**src/rtl/fpa_pkg.sv**
```systemverilog
package fpa_pkg;

  typedef enum logic [0:0] {
    ST_IDLE = 1'b0,
    ST_ADD  = 1'b1
  } fpa_state_t;

endpackage

```
**src/rtl/fpa_align.sv**
```systemverilog
module fpa_align #(
  parameter int FW = 8,
  parameter int EW = 3,
  localparam int SW = FW + 1
) (
  input  logic          clk,
  input  logic          rst,
  input  logic [FW-1:0] a_frac,
  input  logic [EW-1:0] a_exp,
  input  logic [FW-1:0] b_frac,
  input  logic [EW-1:0] b_exp,
  output logic [SW-1:0] ref_sig,
  output logic [SW-1:0] sm_aligned,
  output logic [EW-1:0] ref_exp
);

  logic          b_larger;
  logic [SW-1:0] sm_sig;
  logic [EW-1:0] sm_exp;
  logic [EW-1:0] diff;
  logic          too_far;

  // Operand A is the reference on a tie.
  assign b_larger = (b_exp > a_exp);
  assign ref_sig  = b_larger ? {1'b1, b_frac} : {1'b1, a_frac};
  assign sm_sig   = b_larger ? {1'b1, a_frac} : {1'b1, b_frac};
  assign ref_exp  = b_larger ? b_exp : a_exp;
  assign sm_exp   = b_larger ? a_exp : b_exp;
  assign diff     = ref_exp - sm_exp;
  assign too_far  = (32'(diff) >= SW);

  // Logarithmic right shifter, one stage per difference bit.
  logic [SW-1:0] stage [0:EW];
  assign stage[0] = sm_sig;

  for (genvar k = 0; k < EW; k++) begin : g_shift
    assign stage[k+1] = diff[k] ? (stage[k] >> (1 << k)) : stage[k];
  end

  assign sm_aligned = too_far ? '0 : stage[EW];


  ref_not_smaller_chk: assert property (@(posedge clk) disable iff (rst)
    ref_exp >= sm_exp);


  shift_never_grows_chk: assert property (@(posedge clk) disable iff (rst)
    sm_aligned <= sm_sig);


  hidden_moves_chk: assert property (@(posedge clk) disable iff (rst)
    (diff != '0) |-> (sm_aligned[SW-1] == 1'b0));

endmodule

```
**src/rtl/fpa_sum_norm.sv**
```systemverilog
module fpa_sum_norm #(
  parameter int FW = 8,
  parameter int EW = 3,
  localparam int SW = FW + 1,
  localparam logic [EW-1:0] EMAX = {EW{1'b1}}
) (
  input  logic          clk,
  input  logic          rst,
  input  logic [SW-1:0] ref_sig,
  input  logic [SW-1:0] sm_aligned,
  input  logic [EW-1:0] ref_exp,
  output logic [FW-1:0] frac_out,
  output logic [EW-1:0] exp_out,
  output logic          ovf_out
);

  logic [SW:0] raw_sum;
  logic        carry;

  assign raw_sum = {1'b0, ref_sig} + {1'b0, sm_aligned};
  assign carry   = raw_sum[SW];

  always_comb begin
    frac_out = raw_sum[FW-1:0];
    exp_out  = ref_exp;
    ovf_out  = 1'b0;
    if (carry) begin
      if (ref_exp == EMAX) begin
        frac_out = {FW{1'b1}};
        exp_out  = EMAX;
        ovf_out  = 1'b1;
      end else begin
        frac_out = raw_sum[FW:1];
        exp_out  = ref_exp + 1'b1;
      end
    end
  end


  ovf_needs_carry_chk: assert property (@(posedge clk) disable iff (rst)
    ovf_out |-> (carry && ref_exp == EMAX));


  exp_step_chk: assert property (@(posedge clk) disable iff (rst)
    (exp_out == ref_exp) || (32'(exp_out) == 32'(ref_exp) + 1));


  no_carry_keeps_exp_chk: assert property (@(posedge clk) disable iff (rst)
    !carry |-> (exp_out == ref_exp));

endmodule

```
**src/rtl/fpa_ctrl.sv**
```systemverilog
module fpa_ctrl
  import fpa_pkg::*;
(
  input  logic clk,
  input  logic rst,
  input  logic start,
  output logic ready,
  output logic ld_align,
  output logic ld_result,
  output logic done
);

  fpa_state_t state;

  assign ready     = (state == ST_IDLE);
  assign ld_align  = ready && start;
  assign ld_result = (state == ST_ADD);

  always_ff @(posedge clk) begin
    if (rst) begin
      state <= ST_IDLE;
      done  <= 1'b0;
    end else begin
      done <= ld_result;
      case (state)
        ST_IDLE: if (start) state <= ST_ADD;
        ST_ADD:  state <= ST_IDLE;
        default: state <= ST_IDLE;
      endcase
    end
  end


  done_single_chk: assert property (@(posedge clk) disable iff (rst)
    done |=> !done);


  accept_busy_chk: assert property (@(posedge clk) disable iff (rst)
    (start && ready) |=> !ready);


  done_then_idle_chk: assert property (@(posedge clk) disable iff (rst)
    done |-> ready);


  busy_then_done_chk: assert property (@(posedge clk) disable iff (rst)
    !ready |=> done);

endmodule

```
**src/rtl/fpa_add_top.sv**
```systemverilog
module fpa_add_top #(
  parameter int FW = 8,
  parameter int EW = 3,
  localparam int SW = FW + 1
) (
  input  logic          clk,
  input  logic          rst,
  input  logic          start,
  input  logic [FW-1:0] a_frac,
  input  logic [EW-1:0] a_exp,
  input  logic [FW-1:0] b_frac,
  input  logic [EW-1:0] b_exp,
  output logic          ready,
  output logic          done,
  output logic [FW-1:0] sum_frac,
  output logic [EW-1:0] sum_exp,
  output logic          overflow
);

  logic          ld_align;
  logic          ld_result;
  logic [SW-1:0] al_ref_sig;
  logic [SW-1:0] al_sm;
  logic [EW-1:0] al_ref_exp;
  logic [SW-1:0] q_ref_sig;
  logic [SW-1:0] q_sm;
  logic [EW-1:0] q_ref_exp;
  logic [FW-1:0] n_frac;
  logic [EW-1:0] n_exp;
  logic          n_ovf;

  fpa_ctrl u_ctrl (
    .clk       (clk),
    .rst       (rst),
    .start     (start),
    .ready     (ready),
    .ld_align  (ld_align),
    .ld_result (ld_result),
    .done      (done)
  );

  fpa_align #(.FW(FW), .EW(EW)) u_align (
    .clk        (clk),
    .rst        (rst),
    .a_frac     (a_frac),
    .a_exp      (a_exp),
    .b_frac     (b_frac),
    .b_exp      (b_exp),
    .ref_sig    (al_ref_sig),
    .sm_aligned (al_sm),
    .ref_exp    (al_ref_exp)
  );

  always_ff @(posedge clk) begin
    if (rst) begin
      q_ref_sig <= '0;
      q_sm      <= '0;
      q_ref_exp <= '0;
    end else if (ld_align) begin
      q_ref_sig <= al_ref_sig;
      q_sm      <= al_sm;
      q_ref_exp <= al_ref_exp;
    end
  end

  fpa_sum_norm #(.FW(FW), .EW(EW)) u_norm (
    .clk        (clk),
    .rst        (rst),
    .ref_sig    (q_ref_sig),
    .sm_aligned (q_sm),
    .ref_exp    (q_ref_exp),
    .frac_out   (n_frac),
    .exp_out    (n_exp),
    .ovf_out    (n_ovf)
  );

  always_ff @(posedge clk) begin
    if (rst) begin
      sum_frac <= '0;
      sum_exp  <= '0;
      overflow <= 1'b0;
    end else if (ld_result) begin
      sum_frac <= n_frac;
      sum_exp  <= n_exp;
      overflow <= n_ovf;
    end
  end


  saturate_chk: assert property (@(posedge clk) disable iff (rst)
    overflow |-> (sum_frac == {FW{1'b1}} && sum_exp == {EW{1'b1}}));


  hold_result_chk: assert property (@(posedge clk) disable iff (rst)
    !done |-> ($stable(sum_frac) && $stable(sum_exp) && $stable(overflow)));

endmodule

```
**config.mk**
```make
export PLATFORM = sky130hd
export DESIGN_NAME = fpa_add_top
export DESIGN_NICKNAME = d
export VERILOG_FILES = /design/src/rtl/fpa_pkg.sv /design/src/rtl/fpa_align.sv /design/src/rtl/fpa_sum_norm.sv /design/src/rtl/fpa_ctrl.sv /design/src/rtl/fpa_add_top.sv
export SDC_FILE = /design/constraint.sdc
export NUM_CORES = 1
export LEC_CHECK = 0
export ABC_AREA = 0
export BUFFER_PORTS_ARGS = -buffer_cell sky130_fd_sc_hd__buf_2
export CORE_UTILIZATION = 40
export DETAILED_ROUTE_END_ITERATION = 10
export GPL_ROUTABILITY_DRIVEN = 1
export SETUP_SLACK_MARGIN = 0.3
export SLEW_MARGIN = 40
export SYNTH_ARGS = -nofsm -noshare
export SYNTH_HDL_FRONTEND = slang
export SYNTH_HIERARCHICAL = 1
export SYNTH_SLANG_ARGS = --single-unit
export TNS_END_PERCENT = 10
```
**constraint.sdc**
```tcl
create_clock -name clk -period 6.3 [get_ports clk]
set_input_delay 0.945 -clock clk [delete_from_list [all_inputs] [get_ports clk]]
set_output_delay 0.945 -clock clk [all_outputs]
set_load 0.01 [all_outputs]
```
======== Word-level counts from Yosys, hierarchy flattened ========
Cells that the tools add are included.
cells by class
  $add $sub $neg .......................... 3
  magnitude comparators ................... 1
  equality and inequality tests ........... 1
  mux-type cells .......................... 15
  bitwise operators ....................... 1
  reductions and logical operators ........ 1
operators with widths
  operator                                                        number
  8-bit 2-to-1 mux                                                4
  9-bit 2-to-1 mux                                                3
  3-bit 2-to-1 mux                                                4
  9-bit by 9-bit adder with 10-bit output                         1
  3-bit by 1-bit adder with 3-bit output (second input constant)  1
  3-bit == test (second input constant)                           1
  3-bit > comparator                                              1
  1-bit 2-to-1 mux                                                3
  3-bit subtractor                                                1
  1-bit case mux with 2 select lines                              1
  1-bit logical AND                                               1
  1-bit NOT                                                       1
word-level totals
  flip-flop bits (word level) ............. 35
  bits of input ports ..................... 25
  output and inout port bits .............. 14
  word-level logic and storage cells ...... 30

======== Depth between registers and ports, before layout ========
Gate-level depths: netlist of the first run.
  word-level depth ........................ 6
  mapped depth ............................ 17

======== Hierarchy ========
The synthesis of the first run kept the hierarchy.
by module, submodules not included
  module        times used  cells an instance  area each (sq um)  sequential area each (sq um)
  fpa_add_top   1           107                1,179.9            660.6
  fpa_align     1           89                 780.7              0.0
  fpa_sum_norm  1           76                 564.3              0.0
  fpa_ctrl      1           6                  71.3               40.0

======== Worst setup path after synthesis of the first run ========
No wires, ideal clock.
  kind .................................... input to register
  from .................................... input a_exp[1]
  to ...................................... register q_sm[0]
  library setup time ...................... 117 ps
  arrival time ............................ 3,456 ps
  setup slack ............................. 2,727 ps
  stages on the path ...................... 16
  path buffers ............................ 2
  cells stage by stage .................... inv_1 -> ha_1 -> nor2b_4 -> nor3_2 -> nor2_4 -> buf_6 -> buf_2 -> nor2_1 -> a21oi_1 -> ha_1 -> clkinv_1 -> mux4_1 -> mux2i_1 -> a22oi_1 -> mux2i_1 -> nor2_1
on the way
  longest elaborated chain between the ends .. 6
  elaborated cells between the ends (all ways) .. 8
ends and longest elaborated chain
  what                                        RTL line                          RTL
  start, declared                             fpa_add_top.sv:10                 input logic [EW-1:0] a_exp,
  3-bit > comparator                          fpa_align.sv:24                   assign b_larger = (b_exp > a_exp);
  3-bit 2-to-1 mux, on equally long branches  fpa_align.sv:27, fpa_align.sv:28
  3-bit subtractor                            fpa_align.sv:29                   assign diff = ref_exp - sm_exp;
  9-bit 2-to-1 mux (2 in series)              fpa_align.sv:37                   assign stage[k+1] = diff[k] ? (stage[k] >> (1 << k)) : stage[k];
  9-bit 2-to-1 mux *                          fpa_align.sv:37
  via al_sm[0]                                fpa_add_top.sv:23                 logic [SW-1:0] al_sm;
  end signal, assigned                        fpa_add_top.sv:61                 q_sm <= al_sm;
  end, declared                               fpa_add_top.sv:26                 logic [SW-1:0] q_sm;
Mark *: on every way through the listed nets, which the timed path passes. The rest lies on a longest branch.
A chain may end at the register's enable or synchronous reset.

======== Final worst setup path of the first run ========
  from .................................... input b_exp[0]
  to ...................................... register q_sm[1]
on the way
  longest elaborated chain between the ends .. 6
  elaborated cells between the ends (all ways) .. 8
ends and longest elaborated chain
  what                                        RTL line                          RTL
  start, declared                             fpa_add_top.sv:12                 input logic [EW-1:0] b_exp,
  3-bit > comparator                          fpa_align.sv:24
  3-bit 2-to-1 mux, on equally long branches  fpa_align.sv:27, fpa_align.sv:28
  3-bit subtractor                            fpa_align.sv:29
  9-bit 2-to-1 mux (2 in series)              fpa_align.sv:37
  9-bit 2-to-1 mux *                          fpa_align.sv:37
  via al_sm[1]                                fpa_add_top.sv:23
Marked as above.

==> key figures, run 1 <==
Outcome
  – Status: completed

Critical path
  – Critical Path RT: 6.46 ns
  – Reg2reg path depth: 10
  – Crit. Startpoint: b_exp[0]
  – FF-to-FF setup slack: 3.99 ns
  – Setup Crit Path Kind: input port to flop
  – Reg-to-reg endpoint: sum_frac[7]$_SDFFE_PP0P_
  – Critical Path Fanout Max: 24
  – Startpoint types: input port
  – CP endpoint kind: flop
  – Reg-to-Reg Start: q_ref_sig[0]$_SDFFE_PP0P_
  – CP endpoint: q_sm[1]$_SDFFE_PP0P_
  – CP arrival: 4.19 ns

Synthesis
  – Dominant cell type by area after synthesis: dfxtp_1
  – Net Count, Synth: 318
  – Post-synth EDFFs: 0
  – Sequential cell area fraction in the yosys report: 27.0%
  – Avg Inst Size Synth: 9.34 sq um
  – Synth Flop Type: dfxtp_1
  – Synth unique cells: 55
  – Post-Synthesis Cells: 278
  – Synthesis Warnings: 6
  – Cell with the most instances after synthesis: nor2_1
  – Share of the synthesized area in the top cell type: 27.0%
  – Commonest cells post-synth: nor2_1 (43), mux2i_1 (41), dfxtp_1 (35), ha_1 (14), nand2_1 (12)
  – Post-Syn Area: 2600 sq um
  – Synth top area cells: dfxtp_1 (27%), mux2i_1 (16%), ha_1 (6.7%)
  – Async SR Flop Fraction: 0%
  – #FFs+latches synth: 35

Floorplanning
  – Num rows: 28
  – Die Area: 6820 sq um
  – Core area: 6100 sq um
  – Starting Density: 42.6%
  – Die extent in x: 82.6 um
  – Number of primary I/O pins: 39
  – DIE HEIGHT: 82.6 um

Placement
  – DP HPWL: 4120 um
  – Buffers on Ports: 38
  – Pre-CTS setup slack: 2.03 ns
  – Final Wtd Congestion: 0.841

STA
  – Final worst slack: 2.27 ns
  – Hold Violations, Final: 0
  – F_max: 0.248 GHz
  – Final slew viol count: 0
  – Rel. slew slack: 48.4%
  – Total negative setup slack: 0 ns
  – Worst-margin pin slew: 0.772 ns
  – RSZ-0062 raised after global routing: no
  – # setup viols final: 0
  – Final min period: 4.03 ns
  – Part of the cycle the worst path needs: 64.0%
  – Clock skew: 0.00718 ns

Global route
  – All-Layer GR Usage: 17.4%
  – First-pass GRT wire length: 9070 um
  – Largest net degree at the start of global routing: 36
  – Grt ovf: 0
  – Vias in the first global route: 1913
  – Initial antenna violation count: 0

Route
  – Drt drc: 0
  – Post-route ant nets: 0
  – Via-per-instance ratio: 5.37
  – DR vias: 2067
  – Router iterations before antenna repair: 4
  – Iter 0 DRT Violations: 75
  – DRT Wirelength: 5420 um
  – Mean routed wirelength per cell: 14.1 um

Layout
  – Layout cell share with drive strength beyond 1: 23.2%
  – Fin nets: 349
  – P&R area growth vs syn: 9.69%
  – Antenna diodes: 0
  – Fillers: 634

Power and ir drop
  – Leakage: 1.28 nW
  – Max IR drop VDD: 92.1 uV
  – P per Cell Area: 223 nW/um^2

CTS
  – Root Buffer: clkbuf_8
  – CTS-repair resized insts: 0
  – CTS Sinks: 35
  – CTS Hold Bufs: 0
  – Maximum buffer depth of the clock tree: 2
  – Postcts setup bufs: 0
  – Clk slew on worst S/H paths: 0.08 ns
  – Worst-skew pair later-pin latency: 0.28 ns
  – CTS tree: done
  – H-tree lvl count: 2
  – TritonCTS buffer count: 5

Job
  – MaxCap Viol Count: 0

Hold path
  – HP Class: flop to flop
-- cell usage in the layout, fill, tap and decap left out, types with 2 or more instances in the layout --
cell and count:
o21ai_1 3, nand2_1 12, and2_1 5, a31oi_1 3, mux4_2 2, clkbuf_8 5, nor2_1 43, inv_1 10
xnor2_1 6, o22a_1 2, a21oi_2 2, dfxtp_1 35, a21oi_1 10, nand3_1 8, mux2_2 10, a31o_2 2
o21ai_0 7, nor3_1 6, buf_2 38, nand2b_1 2, a21o_1 5, a211oi_1 3, nor2b_2 2, mux2i_1 41
mux4_1 5, ha_1 14
-- metrics by stage --
step / cell area (sq um) / instances / utilization [%] / hold WS [ns] / power [mW]
floorplan: 2600 / 278 / - / 0.465 / 0.441
global placement: 2760 / 377 / 45.3 / 0.474 / 0.479
detailed placement: 2760 / 377 / 45.3 / 0.480 / 0.480
CTS: 2850 / 385 / 46.7 / 0.501 / 0.643
global route: 2850 / 385 / 46.7 / 0.528 / 0.679
finish: 2850 / 385 / 46.7 / 0.491 / 0.634
-- critical path: stages --
cell      delay (ns)
buf_2           0.09
inv_1           0.05
ha_1            0.48
nand3_1         0.22
o21ai_2         0.11
nor2_4          0.51
and3_1          0.24
a21oi_1         0.05
ha_1            0.32
clkinv_1        0.28
mux4_1          0.35
mux2i_1         0.22
a211oi_1        0.11
mux2i_1         0.16
nor2_1          0.05
-- registers in the layout (all words and copies together) (netlist names) --
name              flops
u_ctrl/done           1
sum_frac              8
q_ref_exp             3
sum_exp               3
q_ref_sig             9
u_ctrl/ld_result      1
q_sm                  9
overflow              1
-- logic make-up after synthesis --
logic type	Yosys count	synth area share (%)
compound gates	48	13.0
simple gates	88	16.6
mux	58	26.9
buf+inv	26	6.51
fa+ha+maj	15	7.52
other cells	1	0.144
flops	35	27.0
xor+xnor	7	2.36
-- worst min-delay path by stage --
stage	from	to	slack (ns)	depth (start not counted)
after floorplan	q_sm[0]$_SDFFE_PP0P_	q_sm[0]$_SDFFE_PP0P_	0.46	2
after CTS	sum_frac[4]$_SDFFE_PP0P_	sum_frac[4]$_SDFFE_PP0P_	0.50	2
after global placement	sum_frac[5]$_SDFFE_PP0P_	sum_frac[5]$_SDFFE_PP0P_	0.47	2
final	sum_exp[1]$_SDFFE_PP0P_	sum_exp[1]$_SDFFE_PP0P_	0.49	2
after detailed placement	sum_frac[3]$_SDFFE_PP0P_	sum_frac[3]$_SDFFE_PP0P_	0.48	2
after global routing	sum_frac[5]$_SDFFE_PP0P_	sum_frac[5]$_SDFFE_PP0P_	0.53	2
-- final cells by class --
class | count | area, sq um | share of cell area [%]
tap | 75 | 93.8 | 3.30
sequential | 35 | 701 | 24.6
timing repair buffer | 39 | 198 | 6.94
clock inverter | 2 | 12.5 | 0.439
inverter | 11 | 41.3 | 1.45
clock buffer | 6 | 72.6 | 2.55
multi-input combinational | 217 | 1730 | 60.7
-- report_power, final --
part / switching [mW] / internal, mW / total [mW]
Combinational: 0.119 / 0.107 / 0.225
Clock: 0.0799 / 0.0772 / 0.157
Sequential: 0.0127 / 0.239 / 0.252
-- metal layers --
layer | vias up | GRT usage, % | wire [um] | share of wire, %
li1 | 1060 | - | - | -
met1 | 944 | 24.0 | 2740 | 51
met2 | 54 | 27.4 | 2330 | 43
met3 | 9 | 3.52 | 299 | 5.5
met4 | 0 | 4.66 | 50 | 0.92
met5 | - | 0 | 0 | 0
No activity file was read; power rests on OpenSTA's default activity.
==> run 2: changes to the inputs <==
==> constraint.sdc (replaced) <==
create_clock -name clk -period 3.42 [get_ports clk]
set_input_delay 0.513 -clock clk [delete_from_list [all_inputs] [get_ports clk]]
set_output_delay 0.513 -clock clk [all_outputs]
set_load 0.01 [all_outputs]
==> run 2 against run 1 <==
Against the previous run:
- global-route usage grew 0.15 points
- sequential share of layout area shrank 0.64 points
- worst setup slack lost 1.8 ns
- non-clock buffer count grew 6
- clock skew shrank 0.0013 ns
- critical path depth is the same
- flip-flop and latch count is the same
- utilization grew 1.3 points
- via count grew 0.15%
- largest power group unchanged
==> key figures, run 2 (synthesized netlist as in run 1, its figures left out) <==
Global route
  – Top Usage Layer GRT: met2
  – Largest net degree at the start of global routing: 36
  – Initial antenna violation count: 0
  – Grt ovf: 0
  – Met2 GRT Util: 27.7%
  – GRT met1 Usage: 24.8%
  – First-pass GRT wire length: 9200 um
  – Met3 Track Usage GR: 2.75%
  – Vias in the first global route: 1921
  – All-Layer GR Usage: 17.5%

Floorplanning
  – DIE HEIGHT: 82.6 um
  – Number of primary I/O pins: 39
  – Starting Density: 42.6%
  – Core area: 6100 sq um
  – Die extent in x: 82.6 um
  – Num rows: 28
  – Die Area: 6820 sq um

CTS
  – Clk slew on worst S/H paths: 0.08 ns
  – CTS Sinks: 35
  – Maximum buffer depth of the clock tree: 2
  – Root Buffer: clkbuf_8
  – CTS Hold Bufs: 0
  – H-tree lvl count: 2
  – TritonCTS buffer count: 5
  – Worst-skew pair later-pin latency: 0.28 ns
  – CTS tree: done

Layout
  – Commonest non-fill, non-tap cell in the layout: nor2_1
  – Layout cell share with drive strength beyond 1: 25.6%
  – P&R area growth vs syn: 12.8%
  – Antenna diodes: 0
  – Fin nets: 355
  – Biggest registers after layout: q_ref_sig (9), q_sm (9), sum_frac (8)
  – Area of the multi-input gates: 1740 sq um
  – Most frequent cells in the layout: nor2_1 (43), mux2i_1 (41), buf_2 (38), dfxtp_1 (34), ha_1 (14)
  – Fillers: 628
  – Register area: 702 sq um

Route
  – Router iterations before antenna repair: 4
  – DRT Wirelength: 5500 um
  – DR vias: 2070
  – Drt drc: 0
  – Iter 0 DRT Violations: 103
  – Mean routed wirelength per cell: 14.1 um
  – Via-per-instance ratio: 5.29
  – Post-route ant nets: 0

STA
  – Hold Violations, Final: 0
  – Clock skew: 0.00590 ns
  – F_max: 0.341 GHz
  – RSZ-0062 raised after global routing: no
  – # setup viols final: 0
  – Final min period: 2.93 ns
  – Total negative setup slack: 0 ns
  – Hold_ws: 0.475 ns
  – Worst-margin pin slew: 0.656 ns
  – Final slew viol count: 0
  – Part of the cycle the worst path needs: 85.8%
  – Rel. slew slack: 56.2%

Placement
  – DP HPWL: 4150 um
  – Buffers on Ports: 38
  – Final Wtd Congestion: 0.836

Power and ir drop
  – Max IR drop VDD: 339 uV
  – Leakage: 1.33 nW
  – P per Cell Area: 434 nW/um^2
  – Combinational share of power: 34.3%
  – Cell Int Power: 868 uW
  – Sw power: 404 uW
  – Total power: 1.27 mW
  – Clock power frac: 29.2%
  – Flop pwr share: 36.5%
  – Switching share of power: 31.7%

Hold path
  – Hold Startpoint: start
  – Worst hold path stage count: 2
  – HP Class: input port to flop
  – Hold Crit Endpoint: u_ctrl/ld_result$_SDFF_PP0_

Critical path
  – CP peak stage delay: 0.34 ns
  – Critical Path Fanout Max: 10
  – CP arrival: 3.08 ns
  – Reg-to-reg endpoint: sum_frac[6]$_SDFFE_PP0P_
  – Setup Crit Path Kind: input port to flop
  – Largest delay share family, worst path: simple AND/OR/NAND/NOR gates
  – Critical Path RT: 3.57 ns
  – Startpoint types: input port
  – CP max-delay cell: ha_1
  – Critical path buffer and inverter count: 3
  – FF-to-FF setup slack: 1.14 ns
  – Crit path cell chain: buf_2 > inv_1 > ha_1 > nor2b_4 > nor3_4 > nor2_4 > and3_1 > a21oi_1 > ha_1 > clkinv_2 > mux4_1 > mux2i_1 > a211oi_1 > mux2i_1 > nor2_1
  – Reg2reg path depth: 10
  – Reg-to-Reg Start: q_ref_sig[0]$_SDFFE_PP0P_
  – CP endpoint kind: flop

Job
  – MaxCap Viol Count: 0

Outcome
  – Status: completed
-- run 2: area by class of cell --
cell class / instances / area share (%)
well taps: 75 / 3.20
inverters: 11 / 1.45
flip-flops and latches: 35 / 24.0
clock buffers: 5 / 2.35
clock inverters: 3 / 1.50
multi-input cells: 217 / 59.2
repair buffers: 45 / 8.29
-- run 2: how the worst max path moves through the flow --
| stage | from | to | slack [ns] | cells past startpoint |
|---|---|---|---|---|
| 3_3_place_gp | a_exp[1] | q_sm[1]$_SDFFE_PP0P_ | 0.19 | 15 |
| 6_report | a_exp[1] | q_sm[1]$_SDFFE_PP0P_ | 0.49 | 15 |
| 5_1_grt | a_exp[1] | q_sm[0]$_SDFFE_PP0P_ | 0.31 | 15 |
| 2_1_floorplan | a_exp[1] | q_sm[0]$_SDFFE_PP0P_ | 0.33 | 17 |
| 4_1_cts | a_exp[1] | q_sm[1]$_SDFFE_PP0P_ | 0.41 | 15 |
| 3_5_place_dp | a_exp[1] | q_sm[1]$_SDFFE_PP0P_ | 0.11 | 15 |
-- run 2: metrics by stage --
| stage | setup WS, ns | area (sq um) | util [%] | cells |
|---|---|---|---|---|
| 2_1_floorplan | 0.332 | 2600 | - | 278 |
| 3_3_place_gp | 0.188 | 2780 | 45.6 | 379 |
| 3_5_place_dp | 0.114 | 2780 | 45.6 | 379 |
| 4_1_cts | 0.412 | 2890 | 47.4 | 387 |
| 5_1_grt | 0.307 | 2930 | 48.1 | 391 |
| 6_report | 0.487 | 2930 | 48.1 | 391 |
-- run 2: repair_timing --
item,CTS,global route
resized for setup,0,1
setup endpoints to repair,0,3
setup buffers,0,4
-- run 2: power groups by stage --
stage                     Clock (mW)  Sequential, mW  Combinational [mW]
final                          0.372           0.464               0.436
after global routing           0.401           0.469               0.481
after CTS                      0.385           0.464               0.422
after detailed placement           0           0.474               0.418
after global placement             0           0.473               0.416
after floorplan                    0           0.468               0.345
-- run 2: metal layers --
layer | wire length (um) | vias up
li1 | - | 1073
met4 | 40 | 0
met5 | 0 | -
met2 | 2280 | 43
met3 | 215 | 4
met1 | 2960 | 950
==> run 3: changes to the inputs <==
--- a/config.mk
+++ b/config.mk
@@ -7,9 +7,11 @@
 export LEC_CHECK = 0
 export ABC_AREA = 0
 export BUFFER_PORTS_ARGS = -buffer_cell sky130_fd_sc_hd__buf_2
-export CORE_UTILIZATION = 40
+export CORE_UTILIZATION = 50
+export CTS_BUF_LIST = sky130_fd_sc_hd__clkbuf_2
 export DETAILED_ROUTE_END_ITERATION = 10
 export GPL_ROUTABILITY_DRIVEN = 1
+export PLACE_DENSITY = 0.74
 export SETUP_SLACK_MARGIN = 0.3
 export SLEW_MARGIN = 40
 export SYNTH_ARGS = -nofsm -noshare
==> run 3 against run 2 <==
Against the previous run:
- combinational power decreased by 4%
- cell area decreased by 4.1%
- hold slack got worse by 0.11 ns
- power decreased by 16%
- largest power group unchanged
- cell count decreased by 3.1%
- global-route usage increased by 4.2 points
- worst setup slack improved by 0.039 ns
- sequential power about the same
- count of clock-buffer cells in the layout unchanged
- first-iteration DRC count increased by 100%
- largest cell class unchanged
- highest routed layer unchanged
==> key figures, run 3 (synthesized netlist as in run 1, its figures left out) <==
Outcome
  – Status: completed

Global route
  – Grt ovf: 0
  – First-pass GRT wire length: 9210 um
  – Initial antenna violation count: 0
  – Met3 Track Usage GR: 4.34%
  – Vias in the first global route: 1995
  – Largest net degree at the start of global routing: 36
  – Met2 GRT Util: 37.0%
  – GRT met1 Usage: 28.1%
  – All-Layer GR Usage: 21.8%
  – Top Usage Layer GRT: met2

Layout
  – Post-Route Utilization: 58.0%
  – Fin nets: 351
  – Layout cell share with drive strength beyond 1: 24.0%
  – Final Cell Area: 2810 sq um
  – Biggest registers after layout: q_ref_sig (9), q_sm (9), sum_frac (8)
  – Fillers: 443
  – Commonest non-fill, non-tap cell in the layout: nor2_1
  – Register area: 702 sq um
  – Most frequent cells in the layout: nor2_1 (43), mux2i_1 (41), buf_2 (38), dfxtp_1 (34), ha_1 (14)
  – P&R area growth vs syn: 8.24%
  – Area of the multi-input gates: 1730 sq um
  – Antenna diodes: 0

Floorplanning
  – Number of primary I/O pins: 39
  – Die extent in x: 74.1 um
  – Num rows: 25
  – Starting Density: 53.5%
  – Core area: 4850 sq um
  – DIE HEIGHT: 74.1 um
  – Die Area: 5480 sq um

STA
  – Final slew viol count: 0
  – RSZ-0062 raised after global routing: no
  – Final worst slack: 0.526 ns
  – Worst-margin pin slew: 0.629 ns
  – Hold Violations, Final: 0
  – Part of the cycle the worst path needs: 84.6%
  – Final min period: 2.89 ns
  – Clock skew: 0.0151 ns
  – F_max: 0.346 GHz
  – Total negative setup slack: 0 ns
  – # setup viols final: 0
  – Rel. slew slack: 58.1%

Power and ir drop
  – Flop pwr share: 43.5%
  – Leakage: 1.28 nW
  – Combinational share of power: 39.3%
  – P per Cell Area: 381 nW/um^2
  – Cell Int Power: 685 uW
  – Switching share of power: 36.0%
  – Max IR drop VDD: 226 uV
  – Sw power: 385 uW
  – Clock power frac: 17.3%

Critical path
  – Most common cell on crit path: mux2i_1
  – CP endpoint kind: flop
  – Setup Crit Path Kind: input port to flop
  – CP arrival: 3.15 ns
  – Critical path buffer and inverter count: 3
  – Critical Path RT: 3.68 ns
  – Largest delay share family, worst path: multiplexers
  – Critical Path Fanout Max: 10
  – CP peak stage delay: 0.34 ns
  – Startpoint types: input port
  – CP max-delay cell: ha_1
  – Crit path cell chain: buf_2 > inv_1 > ha_1 > nor2b_4 > nor3_2 > nor2_4 > and3_1 > a21oi_1 > ha_1 > clkinv_2 > mux4_1 > mux2i_1 > mux2i_1 > mux2i_1 > nor2_1

CTS
  – Root Buffer: clkbuf_2
  – CTS-repair resized insts: 0
  – H-tree lvl count: 2
  – TritonCTS buffer count: 5
  – Maximum buffer depth of the clock tree: 2
  – CTS tree: done
  – Postcts setup bufs: 0
  – CTS Hold Bufs: 0
  – Clk slew on worst S/H paths: 0.19 ns
  – Worst-skew pair later-pin latency: 0.38 ns
  – CTS Sinks: 35

Route
  – Mean routed wirelength per cell: 14.1 um
  – DRT Wirelength: 5360 um
  – Drt drc: 0
  – Post-route ant nets: 0
  – DR vias: 2146
  – Via-per-instance ratio: 5.66
  – Router iterations before antenna repair: 4
  – Iter 0 DRT Violations: 211

Job
  – MaxCap Viol Count: 0

Placement
  – Area post-placement: 2770 sq um
  – Buffers on Ports: 38
  – Pre-CTS setup slack: 0.143 ns
  – DP HPWL: 4180 um
  – Final Wtd Congestion: 0.897

Hold path
  – HP Class: input port to flop
run 3: per-stage QoR:
| step | hold WS (ns) | std cells | power (mW) |
|---|---|---|---|
| 2_1_floorplan | 0.465 | 278 | 0.813 |
| 3_3_place_gp | 0.471 | 371 | 0.885 |
| 3_5_place_dp | 0.481 | 371 | 0.892 |
| 4_1_cts | 0.346 | 379 | 1.08 |
| 5_1_grt | 0.338 | 379 | 1.15 |
| 6_report | 0.365 | 379 | 1.07 |
run 3: worst reg2reg max path, cell delays in order (launching register included):
cell      delay (ns)
dfxtp_1         0.38
ha_1            0.18
inv_1           0.06
fa_1            0.38
nand2b_1        0.16
a21oi_1         0.33
a41oi_1         0.20
xnor2_1         0.17
o22a_1          0.16
mux2i_1         0.13
nor2_1          0.06
run 3: final cells by class:
cell class,count,area share (%)
Clock buffer,5,0.890
Clock inverter,3,0.534
Inverter,11,1.51
Multi-Input combinational cell,217,61.5
Sequential cell,35,25.0
Tap cell,67,2.98
Timing Repair Buffer,41,7.57
run 3: routing by layer:
layer  vias up  part of all wire (%)  wire, um
met5         -                     0         0
met2        61                    47      2510
met4         0                   1.5        81
met1      1008                    47      2520
li1       1068                     -         -
met3         9                   4.6       248
run 3: power groups by stage:
stage          Combinational, mW  Sequential [mW]  Clock, mW
3_3_place_gp               0.412            0.473          0
3_5_place_dp               0.419            0.474          0
2_1_floorplan              0.345            0.468          0
4_1_cts                    0.420            0.465      0.193
6_report                   0.420            0.465      0.185
5_1_grt                    0.469            0.469      0.214
run 3: path summary, 6_finish.rpt:
kind,startpoint,end,slack (ns),cells past startpoint
max,a_exp[1],q_sm[4]$_SDFFE_PP0P_,0.53,15
min,start,u_ctrl/ld_result$_SDFF_PP0_,0.36,2
max reg2reg,q_sm[0]$_SDFFE_PP0P_,sum_frac[7]$_SDFFE_PP0P_,1.10,10
min reg2reg,sum_frac[3]$_SDFFE_PP0P_,sum_frac[3]$_SDFFE_PP0P_,0.51,2
